## config.mk

```make
export PLATFORM = sky130hd
export DESIGN_NAME = win_switch_ctrl
export DESIGN_NICKNAME = d
export VERILOG_FILES = /design/src/rtl/wsc_pkg.sv /design/src/rtl/wsc_window_reg.sv /design/src/rtl/wsc_wait_timer.sv /design/src/rtl/wsc_width_fmt.sv /design/src/rtl/win_switch_ctrl.sv
export SDC_FILE = /design/constraint.sdc
export NUM_CORES = 1
export LEC_CHECK = 0
export ABC_AREA = 1
export BUFFER_PORTS_ARGS = -buffer_cell sky130_fd_sc_hd__buf_2
export CAP_MARGIN = 5
export CORE_MARGIN = 10
export CORE_UTILIZATION = 35
export CTS_CLUSTER_DIAMETER = 60
export CTS_CLUSTER_SIZE = 10
export DETAILED_ROUTE_END_ITERATION = 8
export GPL_TIMING_DRIVEN = 1
export SLEW_MARGIN = 20
export SYNTH_ARGS = -nofsm -noshare
export SYNTH_HDL_FRONTEND = slang
export SYNTH_HIERARCHICAL = 1
export SYNTH_SLANG_ARGS = --single-unit
```

## constraint.sdc

```tcl
create_clock -name clk -period 2.24 [get_ports clk]
set_input_delay 0.336 -clock clk [delete_from_list [all_inputs] [get_ports clk]]
set_output_delay 0.336 -clock clk [all_outputs]
set_load 0.02 [all_outputs]
```

## src/rtl/wsc_pkg.sv

```systemverilog
package wsc_pkg;
  localparam int DATA_W = 32;

  typedef enum logic [2:0] {
    ST_IDLE,
    ST_WR,
    ST_RB,
    ST_WT,
    ST_ACC
  } wsc_state_t;

  localparam logic [1:0] SZ_BYTE = 2'd0;
  localparam logic [1:0] SZ_HALF = 2'd1;
endpackage

```

## src/rtl/wsc_window_reg.sv

```systemverilog
module wsc_window_reg #(
  parameter int ADDR_W = 32,
  parameter int IDX_W = 3,
  parameter int REGION_LOG2 = 12,
  parameter logic [ADDR_W-1:0] ENUM_BASE = 'h1800_0000
) (
  input  logic              clk,
  input  logic              rst_n,
  input  logic              wr_en,
  input  logic [IDX_W-1:0]  wr_idx,
  input  logic              wr_corrupt,
  output logic [ADDR_W-1:0] win_q,
  output logic [IDX_W-1:0]  rd_idx
);
  logic [IDX_W-1:0]  tgt_idx;
  logic [ADDR_W-1:0] wr_val;
  logic [ADDR_W-1:0] diff;

  // a corrupted write lands on the neighbouring core
  assign tgt_idx = wr_corrupt ? (wr_idx ^ IDX_W'(1)) : wr_idx;
  assign wr_val  = ENUM_BASE + (ADDR_W'(tgt_idx) << REGION_LOG2);

  always_ff @(posedge clk) begin
    if (!rst_n) win_q <= ENUM_BASE;
    else if (wr_en) win_q <= wr_val;
  end

  assign diff   = win_q - ENUM_BASE;
  assign rd_idx = IDX_W'(diff >> REGION_LOG2);

  AST_CLEAN_WRITE_READS_BACK: assert property (@(posedge clk) disable iff (!rst_n)
    (wr_en && !wr_corrupt) |=> (rd_idx == $past(wr_idx)));
endmodule

```

## src/rtl/wsc_wait_timer.sv

```systemverilog
module wsc_wait_timer #(
  parameter int WAIT_CYC = 100
) (
  input  logic clk,
  input  logic rst_n,
  input  logic load,
  output logic done
);
  localparam int CNT_W = $clog2(WAIT_CYC + 1);
  logic [CNT_W-1:0] cnt;

  always_ff @(posedge clk) begin
    if (!rst_n) cnt <= '0;
    else if (load) cnt <= CNT_W'(WAIT_CYC - 1);
    else if (cnt != '0) cnt <= cnt - 1'b1;
  end

  assign done = (cnt == '0);

  AST_WAIT_NOT_SHORT: assert property (@(posedge clk) disable iff (!rst_n)
    load |=> (!done || WAIT_CYC == 1));
endmodule

```

## src/rtl/wsc_width_fmt.sv

```systemverilog
module wsc_width_fmt
  import wsc_pkg::*;
(
  input  logic [1:0]        size,
  input  logic              use_ones,
  input  logic [DATA_W-1:0] data,
  output logic [DATA_W-1:0] fmt
);
  logic [DATA_W-1:0] src;

  assign src = use_ones ? '1 : data;

  always_comb begin
    case (size)
      SZ_BYTE: fmt = {{(DATA_W-8){1'b0}}, src[7:0]};
      SZ_HALF: fmt = {{(DATA_W-16){1'b0}}, src[15:0]};
      default: fmt = src;
    endcase
  end
endmodule

```

## src/rtl/win_switch_ctrl.sv

```systemverilog
module win_switch_ctrl
  import wsc_pkg::*;
#(
  parameter int NUM_CORES = 8,
  parameter int REGION_LOG2 = 12,
  parameter int ADDR_W = 32,
  parameter logic [ADDR_W-1:0] ENUM_BASE = 'h1800_0000,
  parameter int MAX_RETRY = 3,
  parameter int CLK_MHZ = 10,
  parameter int WAIT_US = 10,
  parameter int FLT_W = 4,
  localparam int IDX_W = $clog2(NUM_CORES)
) (
  input  logic                   clk,
  input  logic                   rst_n,
  input  logic                   req_valid,
  output logic                   req_ready,
  input  logic [IDX_W-1:0]       req_core,
  input  logic                   req_we,
  input  logic [1:0]             req_size,
  input  logic [REGION_LOG2-1:0] req_off,
  input  logic [DATA_W-1:0]      req_wdata,
  input  logic [FLT_W-1:0]       req_fault,
  output logic                   rsp_valid,
  output logic                   rsp_err,
  output logic [DATA_W-1:0]      rsp_rdata,
  output logic                   core_en,
  output logic                   core_we,
  output logic [IDX_W-1:0]       core_sel,
  output logic [1:0]             core_size,
  output logic [REGION_LOG2-1:0] core_addr,
  output logic [DATA_W-1:0]      core_wdata,
  input  logic [DATA_W-1:0]      core_rdata,
  output logic [ADDR_W-1:0]      win_base
);
  localparam int WAIT_CYC = CLK_MHZ * WAIT_US;
  localparam int ATT_W = $clog2(MAX_RETRY + 2) + 1;

  wsc_state_t             st;
  logic [IDX_W-1:0]       r_core;
  logic                   r_we;
  logic [1:0]             r_size;
  logic [REGION_LOG2-1:0] r_off;
  logic [DATA_W-1:0]      r_wdata;
  logic [FLT_W-1:0]       flt_left;
  logic [ATT_W-1:0]       att;
  logic [IDX_W-1:0]       map_idx;
  logic                   map_vld;

  logic                   accept;
  logic                   hit;
  logic                   match;
  logic                   give_up;
  logic                   tmr_load;
  logic                   tmr_done;
  logic [IDX_W-1:0]       rb_idx;
  logic [DATA_W-1:0]      fmt_data;

  assign req_ready = (st == ST_IDLE);
  assign accept    = req_valid && req_ready;
  assign hit       = map_vld && (map_idx == req_core);
  assign match     = (rb_idx == r_core);
  assign give_up   = (att > ATT_W'(MAX_RETRY));
  assign tmr_load  = (st == ST_RB) && !match && !give_up;

  wsc_window_reg #(
    .ADDR_W(ADDR_W), .IDX_W(IDX_W), .REGION_LOG2(REGION_LOG2), .ENUM_BASE(ENUM_BASE)
  ) u_win (
    .clk(clk), .rst_n(rst_n),
    .wr_en(st == ST_WR), .wr_idx(r_core), .wr_corrupt(flt_left != '0),
    .win_q(win_base), .rd_idx(rb_idx)
  );

  wsc_wait_timer #(.WAIT_CYC(WAIT_CYC)) u_tmr (
    .clk(clk), .rst_n(rst_n), .load(tmr_load), .done(tmr_done)
  );

  wsc_width_fmt u_fmt (
    .size(r_size), .use_ones(st != ST_ACC), .data(core_rdata), .fmt(fmt_data)
  );

  always_ff @(posedge clk) begin
    if (!rst_n) begin
      st        <= ST_IDLE;
      r_core    <= '0;
      r_we      <= 1'b0;
      r_size    <= '0;
      r_off     <= '0;
      r_wdata   <= '0;
      flt_left  <= '0;
      att       <= '0;
      map_idx   <= '0;
      map_vld   <= 1'b0;
      rsp_valid <= 1'b0;
      rsp_err   <= 1'b0;
      rsp_rdata <= '0;
    end else begin
      rsp_valid <= 1'b0;
      case (st)
        ST_IDLE: begin
          if (accept) begin
            r_core   <= req_core;
            r_we     <= req_we;
            r_size   <= req_size;
            r_off    <= req_off;
            r_wdata  <= req_wdata;
            flt_left <= req_fault;
            att      <= '0;
            st       <= hit ? ST_ACC : ST_WR;
          end
        end
        ST_WR: begin
          if (flt_left != '0) flt_left <= flt_left - 1'b1;
          st <= ST_RB;
        end
        ST_RB: begin
          if (match) begin
            map_idx <= r_core;
            map_vld <= 1'b1;
            st      <= ST_ACC;
          end else if (give_up) begin
            rsp_valid <= 1'b1;
            rsp_err   <= 1'b1;
            rsp_rdata <= r_we ? '0 : fmt_data;
            st        <= ST_IDLE;
          end else begin
            att <= att + 1'b1;
            st  <= ST_WT;
          end
        end
        ST_WT: begin
          if (tmr_done) st <= ST_WR;
        end
        ST_ACC: begin
          rsp_valid <= 1'b1;
          rsp_err   <= 1'b0;
          rsp_rdata <= r_we ? '0 : fmt_data;
          st        <= ST_IDLE;
        end
        default: st <= ST_IDLE;
      endcase
    end
  end

  assign core_en    = (st == ST_ACC);
  assign core_we    = r_we;
  assign core_sel   = r_core;
  assign core_size  = r_size;
  assign core_addr  = r_off;
  assign core_wdata = r_wdata;

  AST_RSP_ONE_CYCLE: assert property (@(posedge clk) disable iff (!rst_n)
    rsp_valid |=> !rsp_valid);
  AST_BUSY_DURING_ACCESS: assert property (@(posedge clk) disable iff (!rst_n)
    core_en |-> !req_ready);
  AST_FAIL_AT_LIMIT: assert property (@(posedge clk) disable iff (!rst_n)
    (rsp_valid && rsp_err) |-> (att == ATT_W'(MAX_RETRY + 1)));
  AST_ACCESS_TO_MAPPED: assert property (@(posedge clk) disable iff (!rst_n)
    core_en |-> (map_vld && map_idx == core_sel));
  AST_MAP_HELD_ON_MISMATCH: assert property (@(posedge clk) disable iff (!rst_n)
    (st == ST_RB && !match) |=> ($stable(map_idx) && $stable(map_vld)));
endmodule

```

==> results.ini, run 1 <==
[floorplan]
fp.dieW_um=139
die_area_sq_um=19400
initial_core_util_pct=35.8
die_h_um=139
fp-row-count=43
core-area_sq_um=13900
io_pins=207

[sta]
rsz0062_at_grt=false
relSlewSlack_pct=52.6
worst_pin_slew_ns=0.708
slew_violations=0
fmax_ghz=0.562
whs_ns=0.191
finalSetupTns_ns=0
hold_viol_final=0
finalSetupViolations=0
finClkSkew_ns=0.00775
timing.final.crit_period_ns=1.78
fin_crit_sh_pct=79.4

[power]
ir_drop_mv=0.570
leakage_nw=3.22
power_w=0.00730
powerDensity_nw_per_um2=1180

[hold_path]
hold-path-cell-count=3
hp-class=in -> reg

[placement]
hpwl_mm=10.2
place_area_sq_um=5890
dp_cells=1062
numPortBuffers=177
globalplace.congestion=0.784

[worst_setup_path]
cp_max_fo=21
cp_slowest_cell=dfxtp_1
max_stage_delay_ns=0.40
cp.required_ns=1.90
cp_common_cell=inv_1
start_kind=flop
crit_type=reg -> out
crit_path_end_kind=output pin
r2r_cells=11
worstPathArrival_ns=1.44
crit_chain=inv_1, nand3_1, buf_4, inv_1, buf_2

[layout]
areaGrowthSynthToFinish_pct=23.9
register_area_sq_um=2180
antenna_cells=0
stdcell_area_sq_um=6180
layout_commonest_cell=nor2_1
drive_gt1_share_pct=24.7
nets=986
fillers=1543
final_cell_mix=nor2_1 (228), buf_2 (177), nand2_1 (145)
multi_input_area_sq_um=2290
fin_cells=1078

[grt]
grt_pass1_wl_mm=22.7
grt_max_degree=66
grt_pass1_vias=4457
grt_overflow=0
grt_antenna_before_repair=2
track_usage_pct=14.0

[logic_synthesis]
ys_seq_elements=109
syn_avg_cell_area_sq_um=6.80
synthesis.area_sq_um=4990
synthCells=734
synth_cell_type_count=34
synth_warnings=6
synth-seq-area-share_pct=43.7

[detailed_routing]
avgViaCountPerCell=4.35
drt_iter0_drc=194
routed_wl_mm=14.1
drc_errors=0
drtAntennaViolNets=0
first_pass_iters=4
vias=4689
wire_per_inst_um=13.1

[clocking]
clkLatencyLatePin_ns=0.36
cts_made_buffers=9
cts_max_path_buffers=2
cts.clk_slew.worst_paths_ns=0.08
cts_resized=0
clockRootBuffer=clkbuf_16
clock_sink_count=109
cts_setup_buffers=0
holdBufCountCts=0
cts_tree=built
h-tree-depth=3

[flow_run]
maxCapViolations=0

[status]
status=completed

==> registers in the layout (all words and copies together), names as in the netlist <==
signal / count
att: 4
core_addr: 12
core_sel: 3
core_size: 2
core_wdata: 32
core_we: 1
flt_left: 4
map_idx: 3
map_vld: 1
rsp_err: 1
rsp_rdata: 32
rsp_valid: 1
st: 3
u_tmr/cnt: 7
u_win/win_q: 3
==> cells in the mapped netlist (all sizes together) <==
library cell  instances  area share, %
nor2                231             18
nand2               148             11
dfxtp               109             44
o21ai                69            6.9
inv                  51            3.8
buf                  45            7.0
clkbuf               21            1.6
a21oi                17            1.8
nand3                15            1.9
or2                  11            1.4
ha                    4            1.0
nand4                 4           0.80
conb                  2           0.15
a31oi                 1           0.13
clkinv                1           0.10
nor3                  1           0.10
o21a                  1           0.15
o21bai                1           0.15
o31ai                 1           0.15
xnor2                 1           0.33
==> cell families (layout without fill, tap and decap cells) <==
logic type | after synthesis | after routing | synth area share, %
buffers and inverters | 118 | 255 | 12.5
flip-flops | 109 | 109 | 43.7
other | 2 | 29 | 0.150
XOR/XNOR | 1 | 1 | 0.326
adder cells (fa/ha/maj) | 4 | 4 | 1.00
AO/OA/AOI/OAI | 90 | 90 | 9.27
AND/OR/NAND/NOR | 410 | 410 | 33.0
==> worst max-delay path: cells and delay by family, from the launching register on <==
kind / cells / cell delay, ns
buffers and inverters: 4 / 0.59
flip-flops: 1 / 0.40
AND/OR/NAND/NOR: 1 / 0.10
==> metrics by stage <==
stage               util [%]  setup slack [ns]
detailed placement      42.3             0.682
floorplan                  -             0.750
CTS                     44.4             0.423
global route            44.4             0.316
finish                  44.4             0.461
global placement        42.3             0.686
==> final timing paths <==
kind                                                     to  slack [ns]                      start
worst max-delay path                                core_en        0.46         st[1]$_SDFFE_PN0P_
worst min-delay path            core_wdata[10]$_SDFFE_PN0P_        0.19              req_wdata[10]
worst max register to register           st[0]$_SDFFE_PN0P_        0.67  u_tmr/cnt[0]$_SDFFE_PN0P_
worst min register to register          att[3]$_SDFFE_PN0P_        0.44        att[3]$_SDFFE_PN0P_
==> per-layer routing <==
metal | routed length, um | track usage (%) | up-vias
li1 | - | - | 2504
met1 | 6450 | 17.2 | 2018
met2 | 5950 | 20.4 | 146
met3 | 1440 | 7.49 | 17
met4 | 204 | 4.89 | 4
met5 | 25 | 0 | -
==> power by group <==
group	switching, W	internal, W	leakage (nW)
Sequential	0.000287	0.00243	0.894
Clock	0.000799	0.000785	0.143
Combinational	0.00201	0.000988	2.18
Total	0.00310	0.00420	3.22
==> layout make-up <==
| type | instances | share of cell area (%) |
|---|---|---|
| clock buffer | 9 | 3.64 |
| clock inverter | 7 | 1.11 |
| inverter | 52 | 3.18 |
| multi-input combinational | 534 | 37.0 |
| sequential | 109 | 35.3 |
| tap | 180 | 3.64 |
| timing repair buffer | 187 | 16.1 |
No activity file was read; power rests on OpenSTA's default activity.
==> run 2: changes to the inputs <==
clock period = 1.8 ns   (was 2.24 ns; I/O delays follow)
==> run 2 against run 1 <==
- critical path depth stayed put
- worst setup slack worse by 0.33 ns
- flip-flop and latch count stayed put
- clock power is 18% higher
- clock skew is 0.0023 ns higher
- register-to-register slack worse by 0.44 ns
- combinational power is 25% higher
- critical path type unchanged
- largest power group unchanged
==> results.ini, run 2 (synthesis gave the netlist of run 1 again) <==
[layout]
stdcell_area_sq_um=6190  ; was 6180 sq um
drive_gt1_share_pct=24.6  ; was 24.7%
register_area_sq_um=2180  ; unchanged
nets=987  ; was 986
fillers=1482  ; was 1,543
multi_input_area_sq_um=2290  ; unchanged
areaGrowthSynthToFinish_pct=24.1  ; was 23.9%
fin_cells=1077  ; was 1,078
antenna_cells=0  ; unchanged
layout_commonest_cell=nor2_1  ; unchanged
final_cell_mix=nor2_1 (228), buf_2 (177), nand2_1 (145)  ; unchanged

[sta]
hold_viol_final=0  ; unchanged
timing.final.crit_period_ns=1.67
fmax_ghz=0.598
worst_pin_slew_ns=0.506  ; was 0.708 ns
finClkSkew_ns=0.0101  ; was 0.00775 ns
finalSetupTns_ns=0  ; unchanged
finalSetupViolations=0  ; unchanged
slew_violations=0  ; unchanged
rsz0062_at_grt=false  ; unchanged
whs_ns=0.138  ; was 0.191 ns
fin_crit_sh_pct=92.9
relSlewSlack_pct=66.3  ; was 52.6%

[worst_setup_path]
crit_type=reg -> out  ; unchanged
r2r_start=u_tmr/cnt[0]$_SDFFE_PN0P_  ; unchanged
crit_chain=inv_1, nand3_1, buf_12, inv_1, buf_2  ; was inv_1, nand3_1, buf_4, inv_1, buf_2
start_kind=flop  ; unchanged
cp.required_ns=1.53  ; was 1.90 ns
worstPathArrival_ns=1.40  ; was 1.44 ns
cp_max_fo=33  ; was 21
max_stage_delay_ns=0.39  ; was 0.40 ns
cp_slowest_cell=dfxtp_1  ; unchanged
crit_path_end_kind=output pin  ; unchanged
crit_path_start=st[1]$_SDFFE_PN0P_  ; unchanged
cp_common_cell=inv_1  ; unchanged

[floorplan]
core-area_sq_um=13900  ; unchanged
fp.dieW_um=139  ; unchanged
io_pins=207  ; unchanged
die_h_um=139  ; unchanged
initial_core_util_pct=35.8  ; unchanged
die_area_sq_um=19400  ; unchanged
fp-row-count=43  ; unchanged

[detailed_routing]
avgViaCountPerCell=4.36  ; was 4.35
routed_wl_mm=13.8  ; was 14.1 mm
drtAntennaViolNets=0  ; unchanged
drt_iter0_drc=152  ; was 194
drc_errors=0  ; unchanged
first_pass_iters=4  ; unchanged
vias=4699  ; was 4,689
wire_per_inst_um=12.8  ; was 13.1 um

[clocking]
cts.clk_slew.worst_paths_ns=0.07  ; was 0.08 ns
holdBufCountCts=0  ; unchanged
cts_resized=0  ; unchanged
clockRootBuffer=clkbuf_16  ; unchanged
clkLatencyLatePin_ns=0.35  ; was 0.36 ns
cts_tree=built  ; unchanged
cts_made_buffers=9  ; unchanged
clock_sink_count=109  ; unchanged
cts_max_path_buffers=2  ; unchanged
h-tree-depth=3  ; unchanged
cts_setup_buffers=0  ; unchanged

[power]
ir_drop_mv=0.844  ; was 0.570 mV
leakage_nw=3.22  ; about the same
powerDensity_nw_per_um2=1460  ; was 1180 nW/um^2

[grt]
grt_antenna_before_repair=1  ; was 2
grt_overflow=0  ; unchanged
grt_pass1_wl_mm=22.6  ; was 22.7 mm
track_usage_pct=13.8  ; was 14.0%
grt_pass1_vias=4662  ; was 4,457
grt_max_degree=66  ; unchanged

[placement]
place_area_sq_um=5920  ; was 5890 sq um
hpwl_mm=10.1  ; was 10.2 mm
dp_cells=1063  ; was 1,062
globalplace.congestion=0.813  ; was 0.784
numPortBuffers=177  ; unchanged

[status]
status=completed  ; unchanged

[flow_run]
maxCapViolations=0  ; unchanged

[hold_path]
worst_hold_startpoint=req_off[2]  ; was req_wdata[10]
hp-class=in -> reg  ; unchanged

[run 2: cell types whose count changed in the layout (fill, tap and decap cells not counted)]
cell	delta
clkinv_8	-1
inv_8	-2
clkbuf_8	+1
buf_12	+2
inv_6	+1
buf_4	-1
clkinv_2	-1
[run 2: final cells by class]
type                    count  area share, %
repair buffers            188           16.6
flip-flops and latches    109           35.2
clock buffers              10           3.86
well taps                 180           3.64
inverters                  52           3.17
clock inverters             4          0.545
multi-input cells         534           36.9
[run 2: worst paths after layout]
path	end	slack, ns	depth (start not counted)
worst max-delay path	core_en	0.13	5
worst min-delay path	core_addr[2]$_SDFFE_PN0P_	0.14	3
worst max register to register	st[0]$_SDFFE_PN0P_	0.23	11
worst min register to register	att[3]$_SDFFE_PN0P_	0.45	2
[run 2: per-layer routing]
| metal | global-route usage (%) | wire length, um | vias up |
|---|---|---|---|
| met1 | 16.5 | 6050 | 2040 |
| li1 | - | - | 2502 |
| met4 | 4.12 | 130 | 2 |
| met5 | 0 | 13 | - |
| met2 | 20.7 | 6030 | 145 |
| met3 | 7.79 | 1550 | 10 |
[run 2: worst max-delay path: cells and delay by family, from the launching register on]
| family | cells | cell delay, ns |
|---|---|---|
| flip-flops | 1 | 0.39 |
| buffers and inverters | 4 | 0.50 |
| AND/OR/NAND/NOR | 1 | 0.15 |
[run 2: per-stage QoR]
step / setup WS [ns] / util, % / total power, W
after floorplan: 0.310 / - / 0.00614
after global placement: 0.246 / 42.5 / 0.00724
after detailed placement: 0.229 / 42.5 / 0.00724
after CTS: 0.100 / 44.5 / 0.00917
after global routing: 0.0143 / 44.5 / 0.00982
final: 0.129 / 44.5 / 0.00902
[run 2: power by group]
part	total (W)	internal, W	switching [W]
Sequential	0.00339	0.00302	0.000364
Combinational	0.00376	0.00128	0.00249
Clock	0.00187	0.000974	0.000897
==> run 3: changes to the inputs <==
CORE_UTILIZATION = 45   (was 35)
PLACE_DENSITY = 0.76   (was not set)
==> run 3 against run 2 <==
- via count is 0.17% higher
- die area is 19% lower
- final area is 2.0% lower
- count of clock-buffer cells in the layout is 1 lower
- worst setup slack better by 0.027 ns
- flip-flop and latch count stayed put
- critical endpoint unchanged
- largest cell class unchanged
==> results.ini, run 3 (synthesis gave the netlist of run 1 again) <==
[status]
status=completed  ; unchanged

[worst_setup_path]
max_stage_delay_ns=0.32  ; was 0.39 ns
cp_top_family=buffers and inverters  ; unchanged
r2r_start=u_tmr/cnt[0]$_SDFFE_PN0P_  ; unchanged
crit_chain=inv_1, nand3_2, buf_12, inv_1, buf_2  ; was inv_1, nand3_1, buf_12, inv_1, buf_2
cp_slowest_cell=dfxtp_1  ; unchanged
start_kind=flop  ; unchanged
cp.required_ns=1.53  ; about the same
path_buf_inv=4  ; unchanged
crit_path_start=st[0]$_SDFFE_PN0P_  ; was st[1]$_SDFFE_PN0P_
worstPathArrival_ns=1.37  ; was 1.40 ns
cp_max_fo=33  ; unchanged
cp_common_cell=inv_1  ; unchanged
crit_type=reg -> out  ; unchanged
crit_path_end_kind=output pin  ; unchanged

[clocking]
clkLatencyLatePin_ns=0.36  ; was 0.35 ns
cts.clk_slew.worst_paths_ns=0.11  ; was 0.07 ns
clock_sink_count=109  ; unchanged
cts_setup_buffers=0  ; unchanged
cts_max_path_buffers=2  ; unchanged
cts_tree=built  ; unchanged
cts_made_buffers=9  ; unchanged
h-tree-depth=3  ; unchanged
clockRootBuffer=clkbuf_8  ; was clkbuf_16

[layout]
fillers=1107  ; was 1,482
drive_gt1_share_pct=25.0  ; was 24.6%
areaGrowthSynthToFinish_pct=21.6  ; was 24.1%
nets=987  ; unchanged
antenna_cells=0  ; unchanged
layout_commonest_cell=nor2_1  ; unchanged
utilization_pct=56.0  ; was 44.5%
final_cell_mix=nor2_1 (228), buf_2 (177), nand2_1 (145)  ; unchanged

[grt]
grt_max_degree=57  ; was 66
grt_pass1_vias=4551  ; was 4,662
grt_overflow=0  ; unchanged
grt_antenna_before_repair=1  ; unchanged
track_usage_pct=16.2  ; was 13.8%
grt_pass1_wl_mm=21.8  ; was 22.6 mm

[sta]
rsz0062_at_grt=false  ; unchanged
finalSetupTns_ns=0  ; unchanged
finalSetupViolations=0  ; unchanged
finClkSkew_ns=0.0110  ; was 0.0101 ns
fin_crit_sh_pct=91.4  ; was 92.9%
fmax_ghz=0.608  ; was 0.598 GHz
whs_ns=0.115  ; was 0.138 ns
slew_violations=0  ; unchanged
timing.final.crit_period_ns=1.64  ; was 1.67 ns
setup_ws_ns=0.155  ; was 0.129 ns
hold_viol_final=0  ; unchanged

[hold_path]
worst_hold_startpoint=req_wdata[27]  ; was req_off[2]
hp-class=in -> reg  ; unchanged

[floorplan]
initial_core_util_pct=46.1  ; was 35.8%
io_pins=207  ; unchanged
fp.dieW_um=125  ; was 139 um
die_h_um=125  ; was 139 um
die_area_sq_um=15700  ; was 19,400 sq um
fp-row-count=38  ; was 43
core-area_sq_um=10800  ; was 13,900 sq um

[power]
seq_power_share_pct=39.5  ; was 37.5%
powerDensity_nw_per_um2=1410  ; was 1460 nW/um^2
p_int_w=0.00483  ; was 0.00527 W
ir_drop_mv=0.881  ; was 0.844 mV
clockPowerShare_pct=16.6  ; was 20.7%
p_switching_w=0.00375  ; about the same
comb_power_share_pct=43.9  ; was 41.7%
switching_share_pct=43.8  ; was 41.6%
leakage_nw=3.19  ; was 3.22 nW

[detailed_routing]
routed_wl_mm=13.1  ; was 13.8 mm
vias=4707  ; was 4,699
drtAntennaViolNets=0  ; unchanged
drt_iter0_drc=287  ; was 152
drc_errors=0  ; unchanged
first_pass_iters=4  ; unchanged
wire_per_inst_um=12.6  ; was 12.8 um
avgViaCountPerCell=4.53  ; was 4.36

[placement]
hpwl_mm=9.82  ; was 10.1 mm
globalplace.congestion=0.777  ; was 0.813
pre_cts_ws_ns=0.227  ; was 0.229 ns
numPortBuffers=177  ; unchanged

[flow_run]
maxCapViolations=0  ; unchanged

[run 3: path summary, 6_finish.rpt]
| kind | to | slack, ns | cells past startpoint |
|---|---|---|---|
| max | core_en | 0.16 | 5 |
| min | core_wdata[27]$_SDFFE_PN0P_ | 0.11 | 3 |
| min reg2reg | att[3]$_SDFFE_PN0P_ | 0.45 | 2 |
| max reg2reg | st[0]$_SDFFE_PN0P_ | 0.21 | 11 |
[run 3: area by class of cell]
cell class / instances / area (sq um) / area share [%]
well taps: 140 / 175 / 2.89
flip-flops and latches: 109 / 2180 / 36.0
repair buffers: 188 / 1030 / 17.0
clock inverters: 7 / 66.3 / 1.09
inverters: 52 / 196 / 3.24
multi-input cells: 534 / 2290 / 37.8
clock buffers: 9 / 124 / 2.04
[run 3: repair_timing]
item,CTS,global route
pin swaps,0,0
endpoints found under the setup margin,1,1
cloned,0,0
gates resized for setup,1,4
hold buffers,0,0
[run 3: power groups by stage]
| stage | Clock [W] | Combinational, W | Sequential, W |
|---|---|---|---|
| final | 0.00143 | 0.00376 | 0.00339 |
| after global routing | 0.00159 | 0.00428 | 0.00347 |
| after CTS | 0.00149 | 0.00379 | 0.00338 |
| after detailed placement | 0 | 0.00377 | 0.00342 |
| after global placement | 0 | 0.00373 | 0.00342 |
| after floorplan | 0 | 0.00225 | 0.00389 |
[run 3: metal layers]
layer | share of wire (%) | track usage (%)
met2 | 43 | 24.3
met5 | 0.053 | 0
met3 | 12 | 8.66
met1 | 43 | 19.4
met4 | 1.3 | 5.28
[run 3: worst register-to-register path: stages (launching register included)]
cell and delay, ns:
dfxtp_1 0.36, inv_1 0.08, ha_1 0.19, inv_1 0.05
nor2_1 0.06, nand3_4 0.10, clkinv_2 0.07, or2_2 0.31
o21ai_0 0.08, inv_1 0.07, nand2_1 0.06, a21oi_1 0.05
[run 3: per-stage QoR]
| step | instances | area (sq um) | total power (W) |
|---|---|---|---|
| 3_3_place_gp | 1023 | 5860 | 0.00715 |
| 5_1_grt | 1039 | 6070 | 0.00934 |
| 6_report | 1039 | 6070 | 0.00858 |
| 4_1_cts | 1039 | 6050 | 0.00866 |
| 3_5_place_dp | 1023 | 5860 | 0.00719 |
| 2_1_floorplan | 761 | 5090 | 0.00614 |
